File: config.mk
export PLATFORM = sky130hd
export DESIGN_NAME = msr_update_unit
export DESIGN_NICKNAME = d
export VERILOG_FILES = /design/src/rtl/msr_pkg.sv /design/src/rtl/msr_src_arbiter.sv /design/src/rtl/msr_body_mux.sv /design/src/rtl/msr_move_check.sv /design/src/rtl/msr_remap_fsm.sv /design/src/rtl/msr_update_unit.sv
export SDC_FILE = /design/constraint.sdc
export NUM_CORES = 1
export LEC_CHECK = 0
export BUFFER_PORTS_ARGS = -buffer_cell sky130_fd_sc_hd__buf_2
export CAP_MARGIN = 20
export CORE_MARGIN = 4
export CORE_UTILIZATION = 39
export CTS_CLUSTER_SIZE = 8
export DETAILED_ROUTE_END_ITERATION = 8
export PLACE_DENSITY = 0.85
export SLEW_MARGIN = 40
export SYNTH_ARGS = -nofsm -noshare
export SYNTH_HDL_FRONTEND = slang
export SYNTH_HIERARCHICAL = 1
export SYNTH_SLANG_ARGS = --single-unit
File: constraint.sdc
create_clock -name clk -period 1.38 [get_ports clk]
set_clock_uncertainty 0.15 [all_clocks]
set_input_delay 0.069 -clock clk [delete_from_list [all_inputs] [get_ports clk]]
set_output_delay 0.069 -clock clk [all_outputs]
set_load 0.05 [all_outputs]
File: src/rtl/msr_pkg.sv
package msr_pkg;

    typedef enum logic [1:0] {
        SRC_NONE    = 2'd0,
        SRC_MOVE    = 2'd1,
        SRC_SYSCALL = 2'd2,
        SRC_RETURN  = 2'd3
    } msr_src_e;

    typedef enum logic {
        RM_NORMAL = 1'b0,
        RM_REMAP  = 1'b1
    } remap_state_e;

    // Convert a most-significant-first bit number into a vector index
    function automatic int unsigned msb_index(input int unsigned width,
                                              input int unsigned num);
        return width - 1 - num;
    endfunction

endpackage

File: src/rtl/msr_src_arbiter.sv
module msr_src_arbiter
    import msr_pkg::*;
(
    input  logic     mt_req,
    input  logic     sc_req,
    input  logic     rfe_req,
    output msr_src_e src
);

    always_comb begin
        unique casez ({rfe_req, sc_req, mt_req})
            3'b1??:  src = SRC_RETURN;
            3'b01?:  src = SRC_SYSCALL;
            3'b001:  src = SRC_MOVE;
            default: src = SRC_NONE;
        endcase
    end

endmodule

File: src/rtl/msr_body_mux.sv
module msr_body_mux
    import msr_pkg::*;
#(
    parameter int unsigned XLEN    = 32,
    parameter int unsigned POW_IDX = 18,
    parameter int unsigned RMP_IDX = 17
) (
    input  msr_src_e          src,
    input  logic [XLEN-1:0]   cur_body,
    input  logic [XLEN-1:0]   mt_data,
    input  logic [XLEN-1:0]   sc_data,
    input  logic [XLEN-1:0]   rfe_data,
    output logic [XLEN-1:0]   body_next
);

    logic [XLEN-1:0] pick;

    always_comb begin
        pick = cur_body;
        unique case (src)
            SRC_MOVE: begin
                pick = mt_data;
            end
            SRC_SYSCALL: begin
                pick          = sc_data;
                pick[POW_IDX] = cur_body[POW_IDX];
            end
            SRC_RETURN: begin
                pick          = rfe_data;
                pick[POW_IDX] = cur_body[POW_IDX];
            end
            SRC_NONE: begin
                pick = cur_body;
            end
        endcase
        // the remap position is owned by the remap state machine
        body_next          = pick;
        body_next[RMP_IDX] = 1'b0;
    end

endmodule

File: src/rtl/msr_move_check.sv
module msr_move_check
    import msr_pkg::*;
#(
    parameter int unsigned XLEN    = 32,
    parameter int unsigned POW_IDX = 18
) (
    input  msr_src_e        src,
    input  logic [XLEN-1:0] cur_msr,
    input  logic [XLEN-1:0] mt_data,
    output logic            viol
);

    localparam logic [XLEN-1:0] POW_MASK = {{(XLEN-1){1'b0}}, 1'b1} << POW_IDX;

    logic [XLEN-1:0] diff;
    logic            pow_flip;
    logic            other_flip;

    always_comb begin
        diff       = cur_msr ^ mt_data;
        pow_flip   = |(diff & POW_MASK);
        other_flip = |(diff & ~POW_MASK);
        viol       = (src == SRC_MOVE) && pow_flip && other_flip;
    end

endmodule

File: src/rtl/msr_remap_fsm.sv
module msr_remap_fsm
    import msr_pkg::*;
(
    input  logic     clk,
    input  logic     rst_n,
    input  logic     miss_evt,
    input  msr_src_e src,
    input  logic     mt_bit,
    output logic     remap
);

    remap_state_e state_q, state_d;

    always_ff @(posedge clk or negedge rst_n) begin
        if (!rst_n) begin
            state_q <= RM_NORMAL;
        end else begin
            state_q <= state_d;
        end
    end

    always_comb begin
        state_d = state_q;
        unique case (state_q)
            RM_NORMAL: begin
                if (miss_evt) begin
                    state_d = RM_REMAP;                 // T_MISS_ENTER
                end else if (src == SRC_MOVE && mt_bit) begin
                    state_d = RM_REMAP;                 // T_MOVE_SET
                end
            end
            RM_REMAP: begin
                if (miss_evt) begin
                    state_d = RM_REMAP;
                end else if (src == SRC_RETURN) begin
                    state_d = RM_NORMAL;                // T_RETURN_CLEAR
                end else if (src == SRC_MOVE && !mt_bit) begin
                    state_d = RM_NORMAL;                // T_MOVE_CLEAR
                end
            end
        endcase
    end

    always_comb begin
        remap = (state_q == RM_REMAP);
    end


    miss_wins_chk: assert property (@(posedge clk) disable iff (!rst_n)
        (miss_evt && src == SRC_RETURN) |=> (state_q == RM_REMAP));

endmodule

File: src/rtl/msr_update_unit.sv
module msr_update_unit
    import msr_pkg::*;
#(
    parameter int unsigned XLEN      = 32,
    parameter int unsigned POW_NUM   = 13,
    parameter int unsigned REMAP_NUM = 14
) (
    input  logic            clk,
    input  logic            rst_n,
    input  logic            mt_valid,
    input  logic [XLEN-1:0] mt_data,
    input  logic            sc_valid,
    input  logic [XLEN-1:0] sc_data,
    input  logic            rfe_valid,
    input  logic [XLEN-1:0] rfe_data,
    input  logic            imiss_taken,
    input  logic            dload_miss_taken,
    input  logic            dstore_miss_taken,
    output logic [XLEN-1:0] msr_q,
    output logic            pow_en,
    output logic            remap_en,
    output logic            rule_viol
);

    localparam int unsigned POW_IDX = msb_index(XLEN, POW_NUM);
    localparam int unsigned RMP_IDX = msb_index(XLEN, REMAP_NUM);
    localparam logic [XLEN-1:0] ONE = {{(XLEN-1){1'b0}}, 1'b1};

    msr_src_e        src;
    logic [XLEN-1:0] body_q, body_d;
    logic            viol_d, viol_q;
    logic            miss_evt;
    logic            remap;

    assign miss_evt = imiss_taken | dload_miss_taken | dstore_miss_taken;

    msr_src_arbiter u_arb (
        .mt_req  (mt_valid),
        .sc_req  (sc_valid),
        .rfe_req (rfe_valid),
        .src     (src)
    );

    msr_body_mux #(
        .XLEN    (XLEN),
        .POW_IDX (POW_IDX),
        .RMP_IDX (RMP_IDX)
    ) u_mux (
        .src       (src),
        .cur_body  (body_q),
        .mt_data   (mt_data),
        .sc_data   (sc_data),
        .rfe_data  (rfe_data),
        .body_next (body_d)
    );

    msr_move_check #(
        .XLEN    (XLEN),
        .POW_IDX (POW_IDX)
    ) u_chk (
        .src     (src),
        .cur_msr (msr_q),
        .mt_data (mt_data),
        .viol    (viol_d)
    );

    msr_remap_fsm u_fsm (
        .clk      (clk),
        .rst_n    (rst_n),
        .miss_evt (miss_evt),
        .src      (src),
        .mt_bit   (mt_data[RMP_IDX]),
        .remap    (remap)
    );

    always_ff @(posedge clk or negedge rst_n) begin
        if (!rst_n) begin
            body_q <= '0;
            viol_q <= 1'b0;
        end else begin
            body_q <= body_d;
            viol_q <= viol_d;
        end
    end

    always_comb begin
        msr_q     = body_q | (remap ? (ONE << RMP_IDX) : '0);
        pow_en    = body_q[POW_IDX];
        remap_en  = remap;
        rule_viol = viol_q;
    end


    pow_only_move_chk: assert property (@(posedge clk) disable iff (!rst_n)
        (src != SRC_MOVE) |=> $stable(pow_en));


    miss_sets_remap_chk: assert property (@(posedge clk) disable iff (!rst_n)
        miss_evt |=> remap_en);


    return_clears_chk: assert property (@(posedge clk) disable iff (!rst_n)
        (rfe_valid && !miss_evt) |=> !remap_en);


    idle_hold_chk: assert property (@(posedge clk) disable iff (!rst_n)
        (!mt_valid && !sc_valid && !rfe_valid && !miss_evt) |=> $stable(msr_q));


    viol_after_move_chk: assert property (@(posedge clk) disable iff (!rst_n)
        rule_viol |-> $past(mt_valid));


    src_onehot_chk: assert property (@(posedge clk) disable iff (!rst_n)
        rfe_valid |=> (msr_q[POW_IDX] == $past(msr_q[POW_IDX])));

endmodule

==> metrics.md <==
| Metric | Value |
|---|---|
| Fraction of layout cells with a size suffix above 1 | `a little over half` |
| DR DRC count | `0` |
| Pleak | `roughly 0.0018 uW` |
| Worst-path cell chain | `or2_4 -> xnor2_2 -> nand4_1 -> nor4_2 -> a21oi_1` |
| Register area | `roughly 850 um2` |
| Crit path DAT | `1.57 ns` |
| Clk slew on worst S/H paths | `~0.070 ns` |
| Synth area leader | `dfrtp_1` |
| DR pass1 iterations | `4` |
| Max Freq | `around 640 MHz` |
| Vias/cell | `4.881` |
| Min Tclk post-route | `roughly 1.6 ns` |
| Max-Cap Viols | `0` |
| Count of cell types in the netlist | `22` |
| Cell Pwr Density | `868.1 nW/um2` |
| Slew Viols, Final | `0` |
| Initial antenna violation count | `0` |
| IO Count | `~140` |
| Max FO, Critical Path | `3` |
| Clock share of power | `22.7%` |
| Finished Layout Cells | `~450` |
| Die area | `7030 um2` |
| Max IR drop VDD | `approximately 0.52 mV` |
| GPL Wtd Cong | `approximately 0.77` |
| Final period util | `112.5%` |
| Die Span X | `83.85 um` |
| Register bit count reported by yosys | `34` |
| WL per Instance | `about 18 um` |
| Synth top cells by count | `dfrtp_1 (34), buf_4 (32), xnor2_1 (31)` |
| PortBufs | `between 100 and 150` |
| Final setup violating endpoints | `1` |
| Setup bufs post-CTS | `0` |
| WS Path Type | `flip-flop to flip-flop` |
| Critical Path Start Type | `flip-flop` |
| Mapped Nets | `~260` |
| CTS tree | `built` |
| Synth warn | `6` |
| Sequential area share after synthesis | `between 30% and 40%` |
| Nets | `around 480` |
| Clock Latency Late Sink | `0.29 ns` |
| Tot Pwr | `approximately 3400 uW` |
| Vias in the first global route | `approximately 2600` |
| Post-synth top flop | `dfrtp_1` |
| Number of fill cells | `383` |
| Flop pwr share | `a little over a third` |
| Syn avg cell area | `about 14 um2` |
| Cell chosen for the clock root | `clkbuf_8` |
| Psw | `1242 uW` |
| Most area-consuming cells after synthesis | `dfrtp_1 (38%), mux4_2 (30%), xnor2_1 (12%)` |
| Worst setup EP type | `flip-flop` |
| Core area | `between 5000 and 6000 um2` |
| Syn Std Cell Area | `roughly 2200 um2` |
| EDFF count, synth | `0` |
| Placed insts | `340` |
| Area grow syn2layout | `77.02%` |
| First-pass GRT wire length | `roughly 13000 um` |
| Vias post-DR | `about 2200` |
| Routed Antenna Nets | `0` |
| Setup WS post-layout | `-0.1720 ns` |
| Logic gate share of total power | `about 42%` |
| Remaining Overflow, GRT | `0` |
| Slowest stage cell, crit path | `dfrtp_2` |
| Detailed Place HPWL | `~4900 um` |
| Die Ht | `83.85 um` |
| Mapped Cells | `roughly 160` |
| # rows | `27` |
| CTS Buf Count | `5` |
| Switching share of total power | `between 30% and 40%` |
| H-tree depth | `2` |
| CTS max path bufs | `2` |
| Req. time, crit path | `1.39 ns` |
| Violated checks | `setup timing` |
| Clock sink count | `34` |
| Hold crit path type | `input port to flip-flop` |
| Asr flop ratio synth | `100.0%` |
| GRT Util Overall | `between 20% and 30%` |
| Final hold vios | `0` |
| Critical Path Max Stage Delay | `0.41 ns` |
| Top-count cell post-synth | `dfrtp_1` |
| Initial Util | `40.49%` |
| Multi-input logic area | `1119 um2` |
| Final wirelength | `8136 um` |
| Internal power | `about 2200 uW` |
| Status | `complete, but fails checks` |
| RSZ-0062 raised after global routing | `true` |
| Largest net degree at the start of global routing | `19` |
| Iter 0 DRT Violations | `62` |
| Top-area cell type share of the netlist area | `37.93%` |
critical path, delay by kind of cell, from the launching register on:
family | cells | cell delay [ns]
AOI/OAI and AO/OA | 1 | 0.10
xor gates and xnor gates | 1 | 0.12
DFF | 1 | 0.41
and+or+nand+nor | 3 | 0.65
repair_timing:
action / CTS / global route
setup endpoints to repair: 1 / 3
gates cloned: 0 / 0
pin swaps: 0 / 2
gates resized for setup: 2 / 1
hold buffers: 95 / 1
hold endpoints to repair: 67 / 1
power by group through the flow:
| stage | Combinational (uW) | Sequential (uW) | Clock (uW) |
|---|---|---|---|
| 6_report | 1460 | 1210 | 781 |
| 5_1_grt | 1530 | 1230 | 849 |
| 4_1_cts | 1440 | 1200 | 809 |
| 3_5_place_dp | 1220 | 1220 | 0 |
| 3_3_place_gp | 1200 | 1220 | 0 |
| 2_1_floorplan | 935 | 1230 | 0 |
per-stage QoR:
| stage | worst slack, ns | cell area (um2) | hold slack [ns] | util, % | setup TNS [ns] |
|---|---|---|---|---|---|
| floorplan | -0.2260 | 2247 | -0.3766 | - | -0.2260 |
| global placement | -0.2054 | 2894 | -0.1047 | 52.24 | -1.307 |
| detailed placement | -0.2464 | 2894 | -0.1003 | 52.24 | -2.012 |
| CTS | -0.1671 | 3950 | 0.001360 | 71.30 | -0.1671 |
| global route | -0.2425 | 3966 | 0.1115 | 71.59 | -0.2660 |
| finish | -0.1720 | 3971 | 0.09254 | 71.68 | -0.1720 |
state kept, by name, indices dropped and copies added, names as in the netlist:
| register | cells |
|---|---|
| rule_viol | 1 |
| body_q | 32 |
| u_fsm/remap | 1 |
placed cells by master (no fill, tap or decap), types with 2 or more instances in the layout:
master,instances
dfrtp_1,33
buf_12,5
dlygate4sd3_1,96
buf_2,134
clkbuf_8,6
mux4_2,30
inv_1,2
buf_4,10
nand4_1,7
nor4_2,2
diode_2,2
xnor2_1,30
per-layer routing:
layer | GRT usage [%] | vias to the layer above | wire [um]
met3 | 5.726 | 28 | 474
met5 | 0 | - | 0
li1 | - | 984 | -
met4 | 10.53 | 0 | 310
met2 | 45.41 | 113 | 4519
met1 | 24.62 | 1052 | 2831
layout make-up:
class	count	area share [%]
timing repair buffer	245	45.49
inverter	2	0.1890
clock buffer	7	2.174
multi-input combinational	83	28.17
sequential	34	21.46
tap	72	2.268
clock inverter	1	0.1260
antenna	2	0.1260
kinds of logic (layout without fill, tap and decap cells):
kind of cell	Yosys count	after routing	synth area share (%)
and+or+nand+nor	16	16	4.574
xor gates and xnor gates	32	32	12.49
other	1	3	0.1672
DFF	34	34	37.93
muxes	31	31	30.62
buffers and inverters	40	255	13.22
AOI/OAI and AO/OA	3	3	1.004
final timing paths:
check	end	depth (start not counted)	slack, ns	from
worst max-delay path	rule_viol	5	-0.17	u_fsm/remap
max in group asynchronous	body_q[29]	3	0.48	rst_n
worst max register to register	rule_viol	5	-0.17	u_fsm/remap
worst min-delay path	rule_viol	5	0.09	mt_data[28]
worst min register to register	body_q[18]	1	0.45	body_q[18]
min in group asynchronous	body_q[22]	2	0.12	rst_n
No activity file was read; power rests on OpenSTA's default activity.
